$ cat src/rtl/rffe_wr_pkg.sv
`timescale 1ns/1ps
package rffe_wr_pkg;
    localparam int SA_W      = 4;
    localparam int OP_W      = 8;
    localparam int BYTE_W    = 8;
    localparam int CMD_W     = SA_W + OP_W;
    localparam int LEN_W     = 4;
    localparam int REG_COUNT = 32;

    typedef enum logic [1:0] {ST_IDLE, ST_CMD, ST_ADDR, ST_DATA} fsm_state_t;
    typedef enum logic [1:0] {OP_MASK0, OP_SINGLE, OP_BURST, OP_NONE} op_kind_t;

    typedef struct packed {
        logic [SA_W-1:0] sa;
        logic [OP_W-1:0] op;
    } cmd_frame_t;

    // true when payload plus parity bit holds an odd count of ones
    function automatic logic odd_ok(input logic [CMD_W:0] bits);
        return ^bits;
    endfunction

    function automatic op_kind_t classify(input logic [OP_W-1:0] op);
        if (op[7])                    return OP_MASK0;
        else if (op[7:5] == 3'b010)   return OP_SINGLE;
        else if (op[7:4] == 4'b0000)  return OP_BURST;
        else                          return OP_NONE;
    endfunction
endpackage

$ cat src/rtl/rffe_line_sampler.sv
`timescale 1ns/1ps
module rffe_line_sampler (
    input  logic clk,
    input  logic rst,
    input  logic sclk,
    input  logic sdata,
    output logic bit_stb,
    output logic bit_val,
    output logic ssc
);
    logic sclk_q, sdata_q, sclk_p, sdata_p, armed;
    logic quiet;

    assign quiet = !sclk_q && !sclk_p;

    always_ff @(posedge clk) begin
        if (rst) begin
            sclk_q  <= 1'b0;
            sdata_q <= 1'b0;
            sclk_p  <= 1'b0;
            sdata_p <= 1'b0;
            armed   <= 1'b0;
            bit_stb <= 1'b0;
            bit_val <= 1'b0;
            ssc     <= 1'b0;
        end else begin
            sclk_q  <= sclk;
            sdata_q <= sdata;
            sclk_p  <= sclk_q;
            sdata_p <= sdata_q;
            bit_stb <= sclk_p && !sclk_q;
            bit_val <= sdata_q;
            ssc     <= 1'b0;
            if (!quiet)
                armed <= 1'b0;
            else if (!sdata_p && sdata_q)
                armed <= 1'b1;
            else if (armed && sdata_p && !sdata_q) begin
                armed <= 1'b0;
                ssc   <= 1'b1;
            end
        end
    end
endmodule

$ cat src/rtl/rffe_frame_fsm.sv
`timescale 1ns/1ps
module rffe_frame_fsm
    import rffe_wr_pkg::*;
#(
    parameter int ADDR_W   = 5,
    parameter int LAST_ADR = 31
) (
    input  logic              clk,
    input  logic              rst,
    input  logic              ssc,
    input  logic              bit_stb,
    input  logic              bit_val,
    input  logic [SA_W-1:0]   slave_id,
    output logic              wr_stb,
    output logic [ADDR_W-1:0] wr_addr,
    output logic [BYTE_W-1:0] wr_data
);
    localparam int CNT_W = $clog2(CMD_W + 1);
    localparam logic [CNT_W-1:0]  CMD_END  = CNT_W'(CMD_W);
    localparam logic [CNT_W-1:0]  BYTE_END = CNT_W'(BYTE_W);
    localparam logic [ADDR_W-1:0] TOP      = ADDR_W'(LAST_ADR);

    fsm_state_t        state;
    logic [CMD_W-1:0]  sr;
    logic [CNT_W-1:0]  cnt;
    logic [ADDR_W-1:0] cur;
    logic [LEN_W-1:0]  left;

    cmd_frame_t        cf;
    logic [BYTE_W-1:0] byte_in;
    logic              cmd_par_ok, byte_par_ok, frame_end;

    assign cf          = cmd_frame_t'(sr);
    assign byte_in     = sr[BYTE_W-1:0];
    assign cmd_par_ok  = odd_ok({sr, bit_val});
    assign byte_par_ok = odd_ok({{(CMD_W-BYTE_W){1'b0}}, byte_in, bit_val});
    assign frame_end   = (state == ST_CMD) ? (cnt == CMD_END) : (cnt == BYTE_END);

    always_ff @(posedge clk) begin
        if (rst) begin
            state   <= ST_IDLE;
            sr      <= '0;
            cnt     <= '0;
            cur     <= '0;
            left    <= '0;
            wr_stb  <= 1'b0;
            wr_addr <= '0;
            wr_data <= '0;
        end else begin
            wr_stb <= 1'b0;
            if (ssc) begin
                state <= ST_CMD;
                cnt   <= '0;
            end else if (bit_stb && state != ST_IDLE) begin
                if (!frame_end) begin
                    sr  <= {sr[CMD_W-2:0], bit_val};
                    cnt <= cnt + 1'b1;
                end else begin
                    cnt <= '0;
                    unique case (state)
                        ST_CMD: begin
                            state <= ST_IDLE;
                            if (cmd_par_ok && cf.sa == slave_id) begin
                                unique case (classify(cf.op))
                                    OP_MASK0: begin
                                        wr_stb  <= 1'b1;
                                        wr_addr <= '0;
                                        wr_data <= {1'b0, cf.op[6:0]};
                                    end
                                    OP_SINGLE: begin
                                        cur   <= cf.op[ADDR_W-1:0];
                                        left  <= '0;
                                        state <= ST_DATA;
                                    end
                                    OP_BURST: begin
                                        left  <= cf.op[LEN_W-1:0];
                                        state <= ST_ADDR;
                                    end
                                    default: ;
                                endcase
                            end
                        end
                        ST_ADDR: begin
                            if (byte_par_ok && (byte_in >> ADDR_W) == '0) begin
                                cur   <= byte_in[ADDR_W-1:0];
                                state <= ST_DATA;
                            end else begin
                                state <= ST_IDLE;
                            end
                        end
                        ST_DATA: begin
                            if (byte_par_ok) begin
                                wr_stb  <= 1'b1;
                                wr_addr <= cur;
                                wr_data <= byte_in;
                                if (left == '0 || cur == TOP)
                                    state <= ST_IDLE;
                                else begin
                                    left <= left - 1'b1;
                                    cur  <= cur + 1'b1;
                                end
                            end else begin
                                state <= ST_IDLE;
                            end
                        end
                        default: state <= ST_IDLE;
                    endcase
                end
            end
        end
    end
endmodule

$ cat src/rtl/rffe_regfile.sv
`timescale 1ns/1ps
module rffe_regfile
    import rffe_wr_pkg::*;
#(
    parameter int          NREGS         = REG_COUNT,
    parameter logic [7:0]  PRODUCT_ID    = 8'h83,
    parameter logic [9:0]  MAKER_ID      = 10'h1A5,
    parameter logic [3:0]  SLAVE_ID_INIT = 4'h7,
    localparam int         ADDR_W        = $clog2(NREGS)
) (
    input  logic                    clk,
    input  logic                    rst,
    input  logic                    wr_stb,
    input  logic [ADDR_W-1:0]       wr_addr,
    input  logic [BYTE_W-1:0]       wr_data,
    output logic [NREGS*BYTE_W-1:0] reg_image,
    output logic [SA_W-1:0]         slave_id
);
    localparam int ID_AT  = NREGS - 1;
    localparam int MID_AT = NREGS - 2;
    localparam int PID_AT = NREGS - 3;

    for (genvar i = 0; i < NREGS; i++) begin : g_reg
        if (i == 0) begin : g_mask
            logic [6:0] q;
            always_ff @(posedge clk) begin
                if (rst) q <= '0;
                else if (wr_stb && wr_addr == ADDR_W'(i)) q <= wr_data[6:0];
            end
            assign reg_image[i*BYTE_W +: BYTE_W] = {1'b0, q};
        end else if (i == PID_AT) begin : g_pid
            assign reg_image[i*BYTE_W +: BYTE_W] = PRODUCT_ID;
        end else if (i == MID_AT) begin : g_mid
            assign reg_image[i*BYTE_W +: BYTE_W] = MAKER_ID[7:0];
        end else if (i == ID_AT) begin : g_sid
            logic [SA_W-1:0] q;
            always_ff @(posedge clk) begin
                if (rst) q <= SLAVE_ID_INIT;
                else if (wr_stb && wr_addr == ADDR_W'(i)) q <= wr_data[SA_W-1:0];
            end
            assign reg_image[i*BYTE_W +: BYTE_W] = {2'b00, MAKER_ID[9:8], q};
        end else begin : g_plain
            logic [BYTE_W-1:0] q;
            always_ff @(posedge clk) begin
                if (rst) q <= '0;
                else if (wr_stb && wr_addr == ADDR_W'(i)) q <= wr_data;
            end
            assign reg_image[i*BYTE_W +: BYTE_W] = q;
        end
    end

    assign slave_id = reg_image[ID_AT*BYTE_W +: SA_W];
endmodule

$ cat src/rtl/rffe_wr_slave.sv
`timescale 1ns/1ps
module rffe_wr_slave
    import rffe_wr_pkg::*;
#(
    parameter int          NREGS         = REG_COUNT,
    parameter logic [7:0]  PRODUCT_ID    = 8'h83,
    parameter logic [9:0]  MAKER_ID      = 10'h1A5,
    parameter logic [3:0]  SLAVE_ID_INIT = 4'h7,
    localparam int         ADDR_W        = $clog2(NREGS)
) (
    input  logic                    clk,
    input  logic                    rst,
    input  logic                    sclk,
    input  logic                    sdata,
    output logic                    wr_stb,
    output logic [ADDR_W-1:0]       wr_addr,
    output logic [BYTE_W-1:0]       wr_data,
    output logic [SA_W-1:0]         slave_id,
    output logic [NREGS*BYTE_W-1:0] reg_image
);
    logic ssc_pulse, bit_stb, bit_val;

    rffe_line_sampler u_line (
        .clk     (clk),
        .rst     (rst),
        .sclk    (sclk),
        .sdata   (sdata),
        .bit_stb (bit_stb),
        .bit_val (bit_val),
        .ssc     (ssc_pulse)
    );

    rffe_frame_fsm #(
        .ADDR_W   (ADDR_W),
        .LAST_ADR (NREGS - 1)
    ) u_fsm (
        .clk      (clk),
        .rst      (rst),
        .ssc      (ssc_pulse),
        .bit_stb  (bit_stb),
        .bit_val  (bit_val),
        .slave_id (slave_id),
        .wr_stb   (wr_stb),
        .wr_addr  (wr_addr),
        .wr_data  (wr_data)
    );

    rffe_regfile #(
        .NREGS         (NREGS),
        .PRODUCT_ID    (PRODUCT_ID),
        .MAKER_ID      (MAKER_ID),
        .SLAVE_ID_INIT (SLAVE_ID_INIT)
    ) u_regs (
        .clk       (clk),
        .rst       (rst),
        .wr_stb    (wr_stb),
        .wr_addr   (wr_addr),
        .wr_data   (wr_data),
        .reg_image (reg_image),
        .slave_id  (slave_id)
    );
endmodule

$ cat config.mk
export PLATFORM = sky130hd
export DESIGN_NAME = rffe_wr_slave
export DESIGN_NICKNAME = d
export VERILOG_FILES = /design/src/rtl/rffe_wr_pkg.sv /design/src/rtl/rffe_line_sampler.sv /design/src/rtl/rffe_frame_fsm.sv /design/src/rtl/rffe_regfile.sv /design/src/rtl/rffe_wr_slave.sv
export SDC_FILE = /design/constraint.sdc
export NUM_CORES = 1
export LEC_CHECK = 0
export BUFFER_PORTS_ARGS = -buffer_cell sky130_fd_sc_hd__buf_2
export CAP_MARGIN = 20
export CORE_ASPECT_RATIO = 0.8
export CORE_MARGIN = 2
export CORE_UTILIZATION = 48
export DETAILED_ROUTE_END_ITERATION = 16
export MAX_ROUTING_LAYER = met4
export PLACE_DENSITY_LB_ADDON = 0.12
export SLEW_MARGIN = 15
export SYNTH_ARGS = -nofsm -noshare
export SYNTH_HDL_FRONTEND = slang
export SYNTH_SLANG_ARGS = --single-unit
$ cat constraint.sdc
create_clock -name clk -period 2.5 [get_ports clk]
set_clock_uncertainty 0.2 [all_clocks]
set_input_delay 0.125 -clock clk [delete_from_list [all_inputs] [get_ports clk]]
set_output_delay 0.125 -clock clk [all_outputs]
set_load 0.005 [all_outputs]
==> impl_metrics.py <==
metrics = {
    "layout": {
        "seqCellArea_um2": 5670,
        "nets": 1485,
        "area_growth_pct": 26.6,
        "drive_gt1_frac": 0.277,
        "final_cell_mix": "dfxtp_1, buf_2, nor2_1, mux2i_1, nand2_1",
        "final_area_um2": 14100,
        "nFillCells": 2014,
        "diodes": 0,
        "final_common_cell": "dfxtp_1",
        "multiInputGateArea_um2": 5170,
    },
    "yosys": {
        "synth_seq_cells": 283,
        "synth_ff_type": "dfxtp_1",
        "synth_edf_count": 0,
        "synth_area_um2": 11100,
        "yosysUniqueCellTypes": 51,
        "synth_top_area_share": 0.508,
        "ys_top_cells_by_area": "dfxtp_1, mux2i_1, nor2_1",
        "syn_avg_cell_area_um2": 9.19,
        "synth_top_cell_by_area": "dfxtp_1",
        "ys_warn_count": 0,
        "ys_seq_area_frac": 0.508,
        "postSynthCellCount": 1213,
        "async_flop_share": 0,
    },
    "place": {
        "post-dp-hpwl_um": 20400,
        "port_buffers": 256,
        "placed_area_um2": 12900,
        "place_congestion": 0.844,
    },
    "sta": {
        "fmax_mhz": 383,
        "maxSlewHeadroom": 0.535,
        "worst_pin_slew_ps": 698,
        "finalHoldViolCount": 0,
        "slew_violations": 0,
        "rsz0062_at_grt": "true",
        "timing.final.crit_period_ps": 2610,
        "setup_tns_ps": -431,
        "setup_ws_ps": -110,
        "fin_crit_sh": 1.04,
        "setup_violations": 13,
    },
    "critical_path": {
        "arrival_ps": 2870,
        "crit_family": "XOR/XNOR gates",
        "critPathMaxFanout": 3,
        "r2r_start": "u_fsm.cf[1]",
        "crit_start": "u_fsm.cf[1]",
        "crit_path_end_kind": "register",
        "crit_path_top_delay_cell": "xor3_2",
        "critPathMaxStageDelay_ps": 510,
        "worstPathCellList": "xor3_1, xor3_2, xnor3_1, o21a_1, or4_1, a31oi_1",
        "cp.required_ps": 2760,
        "path_buf_inv": 0,
        "setup.worst_path.class": "reg -> reg",
        "critPathLaunchType": "register",
    },
    "route": {
        "routed_wl_um": 31800,
        "via_per_inst": 5.24,
        "routedWlPerCell_um": 17.7,
        "remaining_drc_errors": 0,
        "drt_iter0_drc": 748,
        "antenna_left": 0,
        "vias": 9391,
        "dr.pass1.iters": 5,
    },
    "run_status": {
        "status": "complete, but fails checks",
        "violations": "negative setup slack",
    },
    "die": {
        "start_util": 0.493,
        "core_area_um2": 22600,
        "io_pins": 278,
        "dieArea_um2": 24500,
        "rows": 49,
        "dieHeight_um": 140,
        "die_w_um": 174,
    },
    "pwr": {
        "p_leak_nw": 6.20,
        "p_per_area_nw_per_um2": 624,
        "p_total_mw": 8.80,
        "ir_drop_mv": 0.491,
    },
    "cts": {
        "cts-root-buf": "clkbuf_16",
        "cts_tree": "done",
        "htreeDepth": 1,
        "cts_sinks": 283,
        "clockBufferDepth": 3,
        "numCtsBuffers": 28,
        "clkTransAtPathRegs_ps": 60,
        "insertion_delay_ps": 550,
    },
    "global_route": {
        "grt_overflow": 0,
        "grt_max_degree": 103,
        "grt_first_pass_wirelength_um": 48700,
        "antenna_found_initial": 0,
        "grt_use_total": 0.254,
        "first_global_vias": 8722,
    },
    "run": {
        "drv_cap": 0,
    },
    "hold_path": {
        "hold_start": "sdata",
        "hp-class": "in -> reg",
    },
}
## per-layer routing
layer	GRT usage	part of all wire
met1	0.345	0.45
met2	0.377	0.44
met3	0.0657	0.081
met4	0.0650	0.021
met5	-	0
## cells in the mapped netlist, drive strengths merged, types with 2 or more instances
| cell type | instances |
|---|---|
| a211o | 3 |
| a21oi | 97 |
| a22oi | 2 |
| a311oi | 8 |
| a31o | 2 |
| a31oi | 2 |
| and2 | 3 |
| and3 | 2 |
| buf | 32 |
| clkbuf | 88 |
| conb | 2 |
| dfxtp | 283 |
| ha | 11 |
| inv | 15 |
| mux2i | 173 |
| nand2 | 97 |
| nand2b | 7 |
| nand3 | 85 |
| nand4 | 8 |
| nor2 | 203 |
| nor2b | 11 |
| nor3 | 12 |
| nor3b | 5 |
| o21ai | 19 |
| o31ai | 3 |
| or3 | 3 |
| xnor2 | 12 |
| xnor3 | 2 |
| xor2 | 4 |
| xor3 | 2 |
## kinds of logic after synthesis
family / count (synthesis) / synth area share
and+or+nand+nor: 444 / 0.174
DFF: 283 / 0.508
muxes: 173 / 0.155
AOI/OAI and AO/OA: 145 / 0.0749
buffers and inverters: 135 / 0.0540
xor gates and xnor gates: 20 / 0.0210
adders and majority gates: 11 / 0.0123
other: 2 / 0.000674
## worst reg2reg max path, delay by kind of cell (launching register included)
kind / cells / cell delay [ps]
compound gates: 2 / 390
simple gates: 1 / 410
xor+xnor: 3 / 1210
flops: 1 / 330
## power by group
part	switching (mW)	internal, mW	leakage (nW)
clock network	1.75	2.41	0.450
logic	0.0960	0.0315	3.47
registers	0.00328	4.51	2.28
## what timing repair did
item | 4_1_cts | 5_1_grt
setup buffers | 3 | 4
gates cloned | 0 | 2
endpoints found under the hold margin | 30 | 0
hold buffers | 3 | 0
pin swaps | 3 | 13
resized for setup | 5 | 47
setup endpoints to repair | 21 | 25
## final timing paths
| check | slack (ps) | end | depth (start not counted) |
|---|---|---|---|
| worst min register to register | 230 | u_line.bit_stb | 1 |
| worst max register to register | -110 | u_fsm.cur[0] | 6 |
| worst max-delay path | -110 | u_fsm.cur[0] | 6 |
| worst min-delay path | 160 | u_line.sdata_q | 3 |
## sequential cells by signal, summed over array words and instances, names as in the netlist, 2 cells and up
name                flops
u_fsm.wr_data           8
u_fsm.left              4
u_regs.g.g_mask.q       7
u_fsm.state             2
u_fsm.cnt               4
u_regs.slave_id         4
u_fsm.cf               12
u_fsm.wr_addr           5
u_fsm.cur               5
u_regs.g.g_plain.q    224
## per-stage QoR
stage / utilization / hold WS [ps] / setup slack [ps] / std cells
3_5_place_dp: 0.571 / 157 / -79.4 / 1734
2_1_floorplan: - / 53.2 / 8.69 / 1232
6_report: 0.624 / 159 / -110 / 1793
3_3_place_gp: 0.571 / 152 / -14.2 / 1734
4_1_cts: 0.615 / 133 / -61.4 / 1787
5_1_grt: 0.624 / 177 / -188 / 1793
## final cells by class
| class | count | area share |
|---|---|---|
| clock buffers | 40 | 0.0592 |
| clock inverters | 7 | 0.00523 |
| inverters | 15 | 0.00399 |
| multi-input cells | 815 | 0.366 |
| flip-flops and latches | 283 | 0.402 |
| well taps | 306 | 0.0271 |
| repair buffers | 327 | 0.136 |
Note: power is estimated with default switching activity, not from simulation.
